<file path="src/rtl/uart_ctrl_pkg.sv">
package uart_ctrl_pkg;
  localparam int unsigned CR_W = 16;
  localparam logic [CR_W-1:0] CR_RESET = 16'h0300;
  localparam logic [CR_W-1:0] CR_MASK  = 16'hCF87;
  localparam int unsigned B_UEN   = 0;
  localparam int unsigned B_TXE   = 8;
  localparam int unsigned B_RXE   = 9;
  localparam int unsigned B_SWRTS = 11;
  localparam int unsigned B_RTSFC = 14;
  localparam int unsigned B_CTSFC = 15;
endpackage

</file>
<file path="src/rtl/uart_ctrl_reg.sv">
module uart_ctrl_reg
  import uart_ctrl_pkg::*;
#(
  parameter int unsigned DATA_W = 32
) (
  input  logic              clk_i,
  input  logic              rst_ni,
  input  logic              wr_en_i,
  input  logic [DATA_W-1:0] wr_data_i,
  output logic [CR_W-1:0]   ctrl_o,
  output logic [DATA_W-1:0] rd_data_o
);
  logic [CR_W-1:0] ctrl_q;

  always_ff @(posedge clk_i or negedge rst_ni) begin
    if (!rst_ni)      ctrl_q <= CR_RESET;
    else if (wr_en_i) ctrl_q <= wr_data_i[CR_W-1:0] & CR_MASK;
  end

  assign ctrl_o    = ctrl_q;
  assign rd_data_o = {{(DATA_W-CR_W){1'b0}}, ctrl_q};

  assert_write_R2: assert property (@(posedge clk_i) disable iff (!rst_ni)
    wr_en_i |=> ctrl_o == ($past(wr_data_i[CR_W-1:0]) & CR_MASK));
endmodule

</file>
<file path="src/rtl/uart_cts_sync.sv">
module uart_cts_sync #(
  parameter int unsigned STAGES = 2
) (
  input  logic clk_i,
  input  logic rst_ni,
  input  logic async_ni,
  output logic sync_no
);
  logic [STAGES-1:0] pipe_q;

  // resets to deasserted (high)
  always_ff @(posedge clk_i or negedge rst_ni) begin
    if (!rst_ni) pipe_q <= '1;
    else         pipe_q <= {pipe_q[STAGES-2:0], async_ni};
  end

  assign sync_no = pipe_q[STAGES-1];
endmodule

</file>
<file path="src/rtl/uart_char_gate.sv">
module uart_char_gate (
  input  logic clk_i,
  input  logic rst_ni,
  input  logic want_i,
  input  logic busy_i,
  output logic allow_o
);
  logic allow_q;

  // decision is only re-taken at a character boundary
  always_ff @(posedge clk_i or negedge rst_ni) begin
    if (!rst_ni)      allow_q <= 1'b0;
    else if (!busy_i) allow_q <= want_i;
  end

  assign allow_o = allow_q;

  assert_hold_busy_R5_R6: assert property (@(posedge clk_i) disable iff (!rst_ni)
    busy_i |=> $stable(allow_o));
endmodule

</file>
<file path="src/rtl/uart_rts_drive.sv">
module uart_rts_drive (
  input  logic clk_i,
  input  logic rst_ni,
  input  logic auto_en_i,
  input  logic fifo_room_i,
  input  logic sw_rts_i,
  output logic rts_no
);
  logic rts_nq;

  always_ff @(posedge clk_i or negedge rst_ni) begin
    if (!rst_ni)        rts_nq <= 1'b1;
    else if (auto_en_i) rts_nq <= ~fifo_room_i;
    else                rts_nq <= ~sw_rts_i;
  end

  assign rts_no = rts_nq;
endmodule

</file>
<file path="src/rtl/uart_ctrl_unit.sv">
module uart_ctrl_unit
  import uart_ctrl_pkg::*;
#(
  parameter int unsigned DATA_W     = 32,
  parameter int unsigned CTS_STAGES = 2
) (
  input  logic              clk_i,
  input  logic              rst_ni,
  input  logic              wr_en_i,
  input  logic [DATA_W-1:0] wr_data_i,
  output logic [DATA_W-1:0] rd_data_o,
  input  logic              cts_ni,
  input  logic              rx_fifo_room_i,
  input  logic              tx_busy_i,
  input  logic              rx_busy_i,
  output logic              tx_allow_o,
  output logic              rx_allow_o,
  output logic              rts_no
);
  logic [CR_W-1:0] ctrl;
  logic            cts_sync_n;
  logic            cts_ok;
  logic            tx_want;
  logic            rx_want;

  uart_ctrl_reg #(.DATA_W(DATA_W)) u_reg (
    .clk_i, .rst_ni, .wr_en_i, .wr_data_i, .ctrl_o(ctrl), .rd_data_o
  );

  uart_cts_sync #(.STAGES(CTS_STAGES)) u_cts (
    .clk_i, .rst_ni, .async_ni(cts_ni), .sync_no(cts_sync_n)
  );

  assign cts_ok  = ~ctrl[B_CTSFC] | ~cts_sync_n;
  assign tx_want = ctrl[B_UEN] & ctrl[B_TXE] & cts_ok;
  assign rx_want = ctrl[B_UEN] & ctrl[B_RXE];

  uart_char_gate u_tx_gate (
    .clk_i, .rst_ni, .want_i(tx_want), .busy_i(tx_busy_i), .allow_o(tx_allow_o)
  );

  uart_char_gate u_rx_gate (
    .clk_i, .rst_ni, .want_i(rx_want), .busy_i(rx_busy_i), .allow_o(rx_allow_o)
  );

  uart_rts_drive u_rts (
    .clk_i, .rst_ni, .auto_en_i(ctrl[B_RTSFC]), .fifo_room_i(rx_fifo_room_i),
    .sw_rts_i(ctrl[B_SWRTS]), .rts_no
  );

  assert_tx_enable_R3: assert property (@(posedge clk_i) disable iff (!rst_ni)
    $rose(tx_allow_o) |-> $past(ctrl[B_UEN] && ctrl[B_TXE]));

  assert_rx_enable_R4: assert property (@(posedge clk_i) disable iff (!rst_ni)
    $rose(rx_allow_o) |-> $past(ctrl[B_UEN] && ctrl[B_RXE]));

  assert_cts_start_R7: assert property (@(posedge clk_i) disable iff (!rst_ni)
    ($rose(tx_allow_o) && $past(ctrl[B_CTSFC])) |-> $past(!cts_sync_n));

  assert_rts_auto_R8: assert property (@(posedge clk_i) disable iff (!rst_ni)
    $past(ctrl[B_RTSFC]) |-> (rts_no == !$past(rx_fifo_room_i)));

  assert_rts_sw_R9: assert property (@(posedge clk_i) disable iff (!rst_ni)
    $past(!ctrl[B_RTSFC]) |-> (rts_no == !$past(ctrl[B_SWRTS])));
endmodule

</file>
<file path="config.mk">
export PLATFORM = sky130hd
export DESIGN_NAME = uart_ctrl_unit
export DESIGN_NICKNAME = d
export VERILOG_FILES = /design/src/rtl/uart_ctrl_pkg.sv /design/src/rtl/uart_ctrl_reg.sv /design/src/rtl/uart_cts_sync.sv /design/src/rtl/uart_char_gate.sv /design/src/rtl/uart_rts_drive.sv /design/src/rtl/uart_ctrl_unit.sv
export SDC_FILE = /design/constraint.sdc
export NUM_CORES = 1
export LEC_CHECK = 0
export CAP_MARGIN = 15
export CORE_MARGIN = 1.5
export CORE_UTILIZATION = 26
export DETAILED_ROUTE_END_ITERATION = 8
export PLACE_DENSITY = 0.74
export SYNTH_ARGS = -nofsm -noshare
export SYNTH_HDL_FRONTEND = slang
export SYNTH_SLANG_ARGS = --single-unit
</file>
<file path="constraint.sdc">
create_clock -name clk_i -period 0.8 [get_ports clk_i]
set_input_delay 0.16 -clock clk_i [delete_from_list [all_inputs] [get_ports clk_i]]
set_output_delay 0.16 -clock clk_i [all_outputs]
set_load 0.03 [all_outputs]
</file>
==> Word level (Yosys, flattened, before mapping) <==
Index checks and enable logic that the tools add are counted.
{ "word_totals": {"register_bits": 15} }
{ "op_classes": {"mux": 1, "bitwise_logic": 8} }
{ "ops": {"columns": ["cell", "n"], "rows": [
  ["1-bit NOT", 4],
  ["1-bit AND", 3],
  ["1-bit two-way mux", 1],
  ["1-bit OR", 1]
]} }

==> Depth between registers and ports, before layout <==
{ "logic_depth": {"word_depth": 3, "mapped_depth": 2} }

==> Modules after synthesis <==
Synthesis repeated with hierarchy kept, for this count alone.
{ "hier_totals": {"hier_cells": 71, "hier_area_um2": 892.1} }
{ "modules_own_cells": {"columns": ["mod", "instances", "cells_each", "area_per_inst_um2", "seq_area_each_um2"], "rows": [
  ["uart_ctrl_reg", 1, 60, 703.2, 252.7],
  ["uart_char_gate", 2, 2, 40.0, 25.0],
  ["uart_cts_sync", 1, 2, 52.6, 52.6],
  ["uart_rts_drive", 1, 2, 36.3, 26.3],
  ["uart_ctrl_unit", 1, 3, 20.0, 0.0]
]} }

==> Worst setup path before layout <==
OpenSTA, ideal clock, no wires.
{ "synth_timing": {"kind": "reg2reg", "startpoint": "register u_reg.ctrl_q[8], in the netlist u_reg.ctrl_o[8]", "endpoint": "register u_tx_gate.allow_q, in the netlist u_tx_gate.allow_o", "setup_ns": 0.095, "arrival_time_ns": 0.887, "required_ns": 0.705, "setup_slack_ns": -0.183, "path_stages_with_launch": 3, "n_path_buf": 0, "synth_period_minus_slack_ns": 0.983, "path_cell_list": "dfstp_2 > nand2_1 > o31ai_1"} }
{ "synth_via": {"elab_chain_len": 2} }
{ "synth_rtl": {"columns": ["item", "line", "source"], "rows": [
  ["start: declaration", "uart_ctrl_reg.sv:13", "logic [CR_W-1:0] ctrl_q;"],
  ["start signal: assignment", "uart_ctrl_reg.sv:17", "else if (wr_en_i) ctrl_q <= wr_data_i[CR_W-1:0] & CR_MASK;"],
  ["1-bit AND (2 in a row)", "uart_ctrl_unit.sv:35", "assign tx_want = ctrl[B_UEN] & ctrl[B_TXE] & cts_ok;"],
  ["end signal: assignment", "uart_char_gate.sv:13", "else if (!busy_i) allow_q <= want_i;"],
  ["end: declaration", "uart_char_gate.sv:8", "logic allow_q;"]
]} }
No other way between the ends.
A chain may end at the register's enable or synchronous reset.

==> Worst setup path in the final report <==
{ "layout_timing": {"startpoint": "register u_reg.ctrl_q[8], in the netlist u_reg.ctrl_o[8]", "endpoint": "output port rd_data_o[8]"} }
{ "layout_lines": {"columns": ["item", "line", "source"], "rows": [
  ["end: declaration", "uart_ctrl_unit.sv:11", "output logic [DATA_W-1:0] rd_data_o,"]
]} }
No word-level cell between the ends.

==> out/metrics.cfg <==
[clock_network]
cts_max_level = 1
clock-root-buffer = clkbuf_4
cts_sinks = 15
postCtsHoldBufs = 0
cts.path.max_buffers = 2
numCtsBuffers = 3
clkTransAtPathRegs_ns = 0.08
cts_tree = yes
clock_latency_ns = 0.28

[synth]
synth.avg_cell_area_sq_um = 13.1
seq_area_frac_synth_pct = 49.5
synth-seq-cells = 15
yosys_warnings = 0
synth.distinct_cells = 11
synth_cells = 59
syn_area_sq_um = 771

[sta]
rsz0062_at_grt = yes
hold_slack_ns = 0.194
finalClockSkew_ns = 0.000245
setup_viol = 20
finalHoldViolations = 0
min_period_ns = 1.14
finalCritPeriodShare_pct = 143
slew_violations = 0
fmax_mhz = 875
final.setup.worst_slack_ns = -0.343

[critical_path]
cp_num_buf_inv = 1
r2r_setup_slack_ns = -0.12
cp-end-kind = primary output
worstPathRequired_ns = 0.64
crit_slowest_cell = dfstp_2
cp_max_fo = 3
path_class = reg -> out
worst_setup_path_start_kind = flip-flop
path_cells = buf_6
worstPathArrival_ns = 0.98
critPathTopFamily = flip-flops
max_stage_delay_ns = 0.56

[global_route]
grt_pass1_vias = 495
met1_usage_pct = 9.10
met2_usage_pct = 16.9
grt_pass1_wl_microns = 2260
antenna_found_initial = 0
grt_overflow = 0
grt_max_degree = 16
grt_use_met3_pct = 2.04
global_route.peak_usage_layer = met2
track_usage_pct = 9.18

[floorplanning]
die_area_sq_um = 3300
ios = 74
core_region_area_sq_um = 2780
die_h_microns = 57.4
rows = 19
start_util_pct = 27.7
chipWidth_microns = 57.4

[status]
violations = negative setup slack
status = finished, violations left

[finish]
drive_gt1_share_pct = 50.5
layout.nets = 137
diodes = 0
final_cell_area_sq_um = 1190
nFillCells = 253
areaGrowthSynthToFinish_pct = 54.1

[placement]
place_congestion = 0.644
dp_hpwl_microns = 979
portBuffers = 29
place_area_sq_um = 1000

[run]
maxCapViolations = 0

[detailed_routing]
drt_pass1_iterations = 2
via_count = 496
wire_per_inst_microns = 10.7
route.detailed.drc = 0
drt_iter0_markers = 2
ant_nets = 0
drt_wl_total_microns = 1370
vias_per_cell = 3.88

[hold_path]
holdCritPathClass = in -> async

[pwr]
ir_worst_vdd_mv = 1.19
p_leak_nw = 0.574
powerDensity_nw_per_um2 = 1770
power_mw = 2.11

logic make-up (layout without fill, tap and decap cells):
group,Yosys count,count (layout),share of synthesized area (%)
AO/OA/AOI/OAI,2,2,1.62
buffers and inverters,25,42,24.8
flip-flops,15,15,49.5
multiplexers,11,11,20.8
other,1,22,0.487
AND/OR/NAND/NOR,5,5,2.76
cells in the mapped netlist:
cell      n  area share (%)
buf_6     1             1.5
mux2i_1   1             1.3
nand2_1   4             1.9
o31ai_1   1            0.97
and2_1    1            0.81
dfstp_2   5              17
dfrtp_1  10              32
mux2_4   10              19
o21ai_0   1            0.65
conb_1    1            0.49
buf_4    24              23
placed cells by master, fill, tap and decap left out:
cell type / count
dfrtp_1: 4
buf_12: 2
dfstp_2: 5
nand2_1: 3
nand2_2: 1
o31ai_2: 1
bufbuf_16: 1
clkbuf_4: 3
dfrtp_2: 6
clkbuf_1: 1
clkdlybuf4s15_1: 1
clkdlybuf4s50_1: 15
mux2_4: 10
o21ai_1: 1
conb_1: 22
buf_6: 19
mux2i_1: 1
and2_4: 1
metrics by stage:
stage / instances / setup TNS, ns / utilization (%) / setup WS (ns)
floorplan: 80 / -0.640 / - / -0.175
global placement: 117 / -4.50 / 36.0 / -0.438
detailed placement: 117 / -4.61 / 36.0 / -0.448
CTS: 126 / -3.54 / 41.9 / -0.331
global route: 128 / -4.31 / 42.7 / -0.368
finish: 128 / -3.59 / 42.7 / -0.343
flip-flops by register name, summed over array words and instances (netlist names):
name / flops
u_reg.ctrl_o: 10
u_cts.pipe_q: 2
u_rts.rts_no: 1
u_rx_gate.allow_o: 1
u_tx_gate.allow_o: 1
final timing paths:
check	start	endpoint	cells after the start
setup / recovery	u_reg.ctrl_o[8]	rd_data_o[8]	1
hold / removal	rst_ni	u_reg.ctrl_o[10]	2
setup reg to reg	u_reg.ctrl_o[8]	u_tx_gate.allow_o	2
hold reg to reg	u_cts.pipe_q[0]	u_cts.pipe_q[1]	0
max in group asynchronous	rst_ni	u_cts.pipe_q[1]	2
min in group clk_i	cts_ni	u_cts.pipe_q[0]	1
routing by layer:
metal  vias up  part of all wire [%]
met2        44                    52
met5         -                     0
li1        218                     -
met1       229                    34
met3         5                    11
met4         0                   3.4
worst reg2reg max path, stage by stage (launching register included):
cell and delay (ns):
dfstp_2 0.56, nand2_1 0.07, o31ai_2 0.20
where the power goes:
group	internal, mW	total (mW)	switching [mW]
Combinational	0.379	0.772	0.393
Sequential	0.854	0.917	0.0626
Clock	0.194	0.418	0.224
what timing repair did:
| action | CTS | global route |
|---|---|---|
| endpoints found under the setup margin | 25 | 25 |
| pin swaps | 0 | 2 |
| setup buffers | 4 | 3 |
| gates resized for setup | 22 | 3 |
| cloned | 1 | 0 |
final cells by class:
cell class                      instances  area [sq um]  share of cell area (%)
Sequential cell                        15           389                    32.8
Multi-Input combinational cell         40           287                    24.1
Timing Repair Buffer                   38           447                    37.6
Tap cell                               31          38.8                    3.27
Clock buffer                            4          26.3                    2.21
Power figures use the tool's default switching activity.
